`src/rtl/adcseq_pkg.sv`:
```
package adcseq_pkg;

    typedef enum logic [2:0] {
        S_IDLE,
        S_CAL_OFS,
        S_CAL_DAC,
        S_AUTOZERO,
        S_ACQ_TIMED,
        S_ACQ_HELD,
        S_CONVERT,
        S_DONE
    } seq_state_t;

endpackage

```
`src/rtl/adcseq_edge_reg.sv`:
```
module adcseq_edge_reg #(
    parameter int N = 3
) (
    input  logic         clk,
    input  logic         rst_n,
    input  logic [N-1:0] strobe_n,
    output logic [N-1:0] prev_n
);
    for (genvar i = 0; i < N; i++) begin : g_prev
        always_ff @(posedge clk or negedge rst_n) begin
            if (!rst_n) prev_n[i] <= 1'b1;
            else        prev_n[i] <= strobe_n[i];
        end
    end
endmodule

```
`src/rtl/adcseq_timer.sv`:
```
module adcseq_timer #(
    parameter int CNT_W = 8
) (
    input  logic             clk,
    input  logic             rst_n,
    input  logic             load,
    input  logic [CNT_W-1:0] load_val,
    output logic             expired
);
    logic [CNT_W-1:0] cnt;

    always_ff @(posedge clk or negedge rst_n) begin
        if (!rst_n)              cnt <= '0;
        else if (load)           cnt <= load_val;
        else if (cnt != '0)      cnt <= cnt - 1'b1;
    end

    assign expired = (cnt == '0);
endmodule

```
`src/rtl/adcseq_sar.sv`:
```
module adcseq_sar #(
    parameter int W = 13
) (
    input  logic         clk,
    input  logic         rst_n,
    input  logic         clr,
    input  logic         start,
    input  logic         step,
    input  logic         cmp,
    output logic [W-1:0] code,
    output logic         last_bit
);
    localparam logic [W-1:0] MSB = {1'b1, {(W-1){1'b0}}};

    logic [W-1:0] mask;

    always_ff @(posedge clk or negedge rst_n) begin
        if (!rst_n) begin
            code <= '0;
            mask <= '0;
        end else if (clr) begin
            code <= '0;
            mask <= '0;
        end else if (start) begin
            code <= MSB;
            mask <= MSB;
        end else if (step) begin
            code <= (cmp ? code : (code & ~mask)) | (mask >> 1);
            mask <= mask >> 1;
        end
    end

    assign last_bit = mask[0];
endmodule

```
`src/rtl/adcseq_ctrl.sv`:
```
module adcseq_ctrl
    import adcseq_pkg::*;
#(
    parameter int SAR_W       = 13,
    parameter int CAL_TOTAL   = 1399,
    parameter int CAL_OFS_LEN = 199,
    parameter int AZ_LEN      = 26,
    parameter int ACQ_LEN     = 7
) (
    input  logic             clk,
    input  logic             rst_n,
    input  logic             cs_n,
    input  logic             wr_n,
    input  logic             sh_n,
    input  logic             cal_n,
    input  logic             az_n,
    input  logic             cmp_in,
    output logic             eoc,
    output logic             sample_en,
    output logic             az_phase,
    output logic             cal_ofs_phase,
    output logic             cal_dac_phase,
    output logic [SAR_W-1:0] sar,
    output logic             res_valid
);
    localparam int CAL_DAC_LEN = CAL_TOTAL - CAL_OFS_LEN;
    localparam int MAX_LEN     = (CAL_DAC_LEN > CAL_OFS_LEN) ? CAL_DAC_LEN : CAL_OFS_LEN;
    localparam int CNT_W       = $clog2(MAX_LEN + 1);
    localparam logic [CNT_W-1:0] LD_OFS = CNT_W'(CAL_OFS_LEN - 1);
    localparam logic [CNT_W-1:0] LD_DAC = CNT_W'(CAL_DAC_LEN - 1);
    localparam logic [CNT_W-1:0] LD_AZ  = CNT_W'(AZ_LEN - 1);
    localparam logic [CNT_W-1:0] LD_ACQ = CNT_W'(ACQ_LEN - 1);

    seq_state_t       st, st_nxt;
    logic [2:0]       prev_n;
    logic             wr_go, sh_open, sh_close, cal_go;
    logic             tmr_load, tmr_done, sar_start, last_bit;
    logic [CNT_W-1:0] tmr_val;

    adcseq_edge_reg #(.N(3)) u_edges (
        .clk      (clk),
        .rst_n    (rst_n),
        .strobe_n ({cal_n, sh_n, wr_n}),
        .prev_n   (prev_n)
    );

    assign wr_go    = ~cs_n &  wr_n  & ~prev_n[0];
    assign sh_open  = ~cs_n & ~sh_n  &  prev_n[1];
    assign sh_close = ~cs_n &  sh_n  & ~prev_n[1];
    assign cal_go   = ~cal_n & prev_n[2];

    adcseq_timer #(.CNT_W(CNT_W)) u_timer (
        .clk      (clk),
        .rst_n    (rst_n),
        .load     (tmr_load),
        .load_val (tmr_val),
        .expired  (tmr_done)
    );

    adcseq_sar #(.W(SAR_W)) u_sar (
        .clk      (clk),
        .rst_n    (rst_n),
        .clr      (cal_go),
        .start    (sar_start),
        .step     (st == S_CONVERT),
        .cmp      (cmp_in),
        .code     (sar),
        .last_bit (last_bit)
    );

    always_ff @(posedge clk or negedge rst_n) begin
        if (!rst_n) st <= S_IDLE;
        else        st <= st_nxt;
    end

    always_comb begin
        st_nxt    = st;
        tmr_load  = 1'b0;
        tmr_val   = '0;
        sar_start = 1'b0;
        if (cal_go) begin
            st_nxt   = S_CAL_OFS;
            tmr_load = 1'b1;
            tmr_val  = LD_OFS;
        end else begin
            unique case (st)
                S_IDLE: begin
                    if (wr_go && !az_n) begin
                        st_nxt   = S_AUTOZERO;
                        tmr_load = 1'b1;
                        tmr_val  = LD_AZ;
                    end else if (wr_go) begin
                        st_nxt   = S_ACQ_TIMED;
                        tmr_load = 1'b1;
                        tmr_val  = LD_ACQ;
                    end else if (sh_open) begin
                        st_nxt = S_ACQ_HELD;
                    end
                end
                S_CAL_OFS: if (tmr_done) begin
                    st_nxt   = S_CAL_DAC;
                    tmr_load = 1'b1;
                    tmr_val  = LD_DAC;
                end
                S_CAL_DAC: if (tmr_done) st_nxt = S_IDLE;
                S_AUTOZERO: if (tmr_done) begin
                    st_nxt   = S_ACQ_TIMED;
                    tmr_load = 1'b1;
                    tmr_val  = LD_ACQ;
                end
                S_ACQ_TIMED: if (tmr_done) begin
                    st_nxt    = S_CONVERT;
                    sar_start = 1'b1;
                end
                S_ACQ_HELD: if (sh_close) begin
                    st_nxt    = S_CONVERT;
                    sar_start = 1'b1;
                end
                S_CONVERT: if (last_bit) st_nxt = S_DONE;
                S_DONE:    st_nxt = S_IDLE;
                default:   st_nxt = S_IDLE;
            endcase
        end
    end

    always_comb begin
        eoc           = 1'b0;
        sample_en     = 1'b0;
        az_phase      = 1'b0;
        cal_ofs_phase = 1'b0;
        cal_dac_phase = 1'b0;
        res_valid     = 1'b0;
        unique case (st)
            S_IDLE:      begin eoc = 1'b1; sample_en = 1'b1; end
            S_CAL_OFS:   cal_ofs_phase = 1'b1;
            S_CAL_DAC:   cal_dac_phase = 1'b1;
            S_AUTOZERO:  begin eoc = 1'b1; az_phase = 1'b1; end
            S_ACQ_TIMED: begin eoc = 1'b1; sample_en = 1'b1; end
            S_ACQ_HELD:  begin eoc = 1'b1; sample_en = 1'b1; end
            S_CONVERT:   ;
            S_DONE:      res_valid = 1'b1;
            default:     ;
        endcase
    end
endmodule

```
`config.mk`:
```
export PLATFORM = sky130hd
export DESIGN_NAME = adcseq_ctrl
export DESIGN_NICKNAME = d
export VERILOG_FILES = /design/src/rtl/adcseq_pkg.sv /design/src/rtl/adcseq_edge_reg.sv /design/src/rtl/adcseq_timer.sv /design/src/rtl/adcseq_sar.sv /design/src/rtl/adcseq_ctrl.sv
export SDC_FILE = /design/constraint.sdc
export NUM_CORES = 1
export LEC_CHECK = 0
export BUFFER_PORTS_ARGS = -buffer_cell sky130_fd_sc_hd__buf_4
export CAP_MARGIN = 20
export CORE_UTILIZATION = 40
export DETAILED_ROUTE_END_ITERATION = 12
export PLACE_DENSITY_LB_ADDON = 0.1
export SKIP_CTS_REPAIR_TIMING = 1
export SLEW_MARGIN = 20
export SYNTH_ARGS = -nofsm -noshare
export SYNTH_HDL_FRONTEND = slang
export SYNTH_HIERARCHICAL = 1
export SYNTH_SLANG_ARGS = --single-unit
```
`constraint.sdc`:
```
create_clock -name clk -period 2.3 [get_ports clk]
set_input_delay 0.115 -clock clk [delete_from_list [all_inputs] [get_ports clk]]
set_output_delay 0.115 -clock clk [all_outputs]
set_load 0.005 [all_outputs]
```
==> summary.md <==
| Metric | Value |
|---|---|
| Mean post-synth cell area | `between 9 and 10 um2` |
| Initial drt markers | `about 110` |
| Sequential Power Share | `0.411` |
| Root Buffer | `clkbuf_8` |
| Startpoint types | `flop` |
| Yosys warning count | `6` |
| Row cnt | `27` |
| Pin count of the biggest net entering global routing | `44` |
| Vias | `about 1900` |
| Wire length per cell | `around 14 um` |
| Crit path DAT | `approximately 2.3 ns` |
| # Max-Cap Violations | `0` |
| RD Place Congestion | `between 0.8 and 0.9` |
| Post-Place Cell Area | `about 0.0026 mm2` |
| Multi-input gate area | `around 0.0011 mm2` |
| # nets final | `278` |
| Synth-to-Final Area Change | `20.2%` |
| Fmax | `468 MHz` |
| Crit path required time | `approximately 2.5 ns` |
| Die Wd | `around 80 um` |
| Synth area leaders | `dfrtp_1 (43%), a21oi_1 (5.8%), a311oi_2 (5.2%)` |
| Sw frac | `0.372` |
| Register area | `roughly 0.0011 mm2` |
| RSZ-0062 raised after global routing | `false` |
| Global-route wire length before repair | `8480 um` |
| Comb pwr share | `0.404` |
| Hold Path Class | `input pin to flop` |
| IO Pins | `27` |
| DRT antenna net count | `0` |
| Yosys cell types | `between 50 and 60` |
| Outcome | `complete, no violations` |
| CTS clock-pin slew for the worst setup and hold paths | `approximately 0.08 ns` |
| TritonCTS Sinks | `43` |
| Synth area leader | `dfrtp_1` |
| Slew Limit Headroom | `0.636` |
| Post-synth EDFFs | `0` |
| Initial antenna violation count | `0` |
| Area share of the largest cell type after synthesis | `0.433` |
| Drt pass-1 iters | `4` |
| CTS tree | `built` |
| CTS Buf Count | `5` |
| Critical path class | `flop to flop` |
| WL final | `between 4000 and 5000 um` |
| Clock tree buffer depth | `2` |
| Vias per Instance | `between 5 and 6` |
| Worst-path maximum fanout | `8` |
| Psw | `~950 uW` |
| Die area | `0.00609 mm2` |
| Hold Slack | `~0.14 ns` |
| P_leak | `roughly 0.0012 uW` |
| GRT Total Usage | `0.178` |
| Overflow after GRT | `0` |
| H-Tree Depth | `2` |
| Synthesized area | `~0.0023 mm2` |
| Slew @ Worst Pin | `about 0.55 ns` |
| Residual DRC | `0` |
| Synthesized flop and latch total | `between 40 and 50` |
| Worst setup EP type | `flop` |
| Port Buffers | `26` |
| Layout cells sized above 1 | `0.244` |
| Setup Skew | `0.00830 ns` |
| Clock Latency Late Sink | `0.29 ns` |
| Die height | `78.0 um` |
| Sequential area share after synthesis | `0.467` |
| Fin. max-slew vios | `0` |
| Final period util | `0.930` |
| Fill count | `just over 500` |
| Post-DP HPWL | `roughly 3200 um` |
| Fin. Hold Viols | `0` |
| Most common flop cell mapped by yosys | `dfrtp_1` |
| Fin crit period | `between 2 and 2.5 ns` |
| Starting Density | `0.417` |
| Post-route cell area | `about 0.0028 mm2` |
| Core Footprint | `around 0.0055 mm2` |
| Vias in the first global route | `1828` |
| Cell Pwr Density | `921 mW/mm2` |
| Ys async rst share | `1.00` |
| Worst VDD drop | `approximately 0.47 mV` |
| Final setup viols | `0` |
| Synth Instances | `between 200 and 250` |
| Antenna diode count | `0` |
| Clock power share | `0.185` |
| R2R Setup Slk | `0.16 ns` |
| P_int | `1610 uW` |
-- worst max-delay path: stages, from the launching register on --
cell	delay, ns
dfrtp_2	0.45
or4_4	0.55
nor3_4	0.24
a21oi_1	0.10
o21ai_1	0.16
buf_6	0.16
nor3b_1	0.05
a221o_1	0.32
-- Yosys cell counts, drive strengths merged (5+ instances only) --
master / instances
a21oi: 27
a311oi: 13
buf: 9
clkbuf: 5
dfrtp: 40
inv: 7
nand2: 26
nand2b: 16
nor2: 10
nor3: 6
nor3b: 5
o21ai: 9
xnor2: 6
-- cells in the final DEF, fill, tap and decap left out, drive strengths merged, types with 2 or more instances in the layout --
master and count:
buf 38, o22ai 2, dfstp 3, nor4 4, nor3 6, nand2 26
nor2b 4, dfrtp 40, nor3b 5, o41ai 2, o31ai 4, clkbuf 6
inv 7, o211ai 2, a21oi 27, o311ai 2, nand3b 2, nand2b 16
a311oi 13, or3b 2, xnor2 6, nand4 2, or4 2, dlygate4sd3 4
mux2 2, a22o 2, conb 2, o21ai 9, nor2 10
-- routing by layer --
| layer | GRT usage | routed length, um | vias to the layer above |
|---|---|---|---|
| met1 | 0.250 | 2430 | 903 |
| met5 | 0 | 0 | - |
| li1 | - | - | 928 |
| met2 | 0.268 | 2180 | 30 |
| met4 | 0.0759 | 37 | 0 |
| met3 | 0.0349 | 128 | 2 |
-- state kept, by name, summed over array words and instances (netlist names) --
name / cells
st: 3
u_sar/code: 13
u_timer/cnt: 11
u_edges/prev_n: 3
u_sar/mask: 13
-- cells by family (layout without fill, tap and decap cells) --
kind of cell	after synthesis	after routing	synth area share
mux	3	3	0.0141
flops	43	43	0.467
fa+ha+maj	1	1	0.00541
buf+inv	21	57	0.0487
simple gates	85	85	0.208
other cells	1	2	0.00162
compound gates	72	72	0.229
xor+xnor	7	7	0.0265
-- final timing paths --
check / cells after the start / start / endpoint
worst max-delay path: 7 / u_timer/cnt[3] / u_timer/cnt[8]
worst min-delay path: 3 / cmp_in / u_sar/code[12]
worst max register to register: 7 / u_timer/cnt[3] / u_timer/cnt[8]
worst min register to register: 1 / u_sar/mask[1] / u_sar/code[1]
max in group asynchronous: 2 / rst_n / u_edges/prev_n[2]
min in group asynchronous: 2 / rst_n / u_timer/cnt[2]
-- metrics by stage --
stage / total power, uW / setup TNS [ns] / setup slack, ns / util / std cells
after global placement: 2080 / 0 / 0.147 / 0.472 / 327
after CTS: 2570 / 0 / 0.0813 / 0.487 / 335
final: 2560 / 0 / 0.161 / 0.502 / 342
after detailed placement: 2070 / 0 / 0.0998 / 0.472 / 327
after floorplan: 1780 / -0.00887 / -0.00887 / - / 234
after global routing: 2750 / 0 / 0.0255 / 0.502 / 342
-- cell type report --
cell class	instances	area share
clock inverters	2	0.00450
repair buffers	42	0.132
clock buffers	6	0.0261
well taps	72	0.0324
multi-input cells	170	0.407
inverters	7	0.00946
flip-flops and latches	43	0.389
-- power by group through the flow --
stage | clock, uW | combinational (uW) | sequential, uW
after detailed placement | 0 | 1010 | 1050
after global placement | 0 | 1030 | 1060
after floorplan | 0 | 800 | 979
after global routing | 526 | 1150 | 1080
final | 475 | 1030 | 1050
after CTS | 505 | 1020 | 1040
No activity file was read; power rests on OpenSTA's default activity.
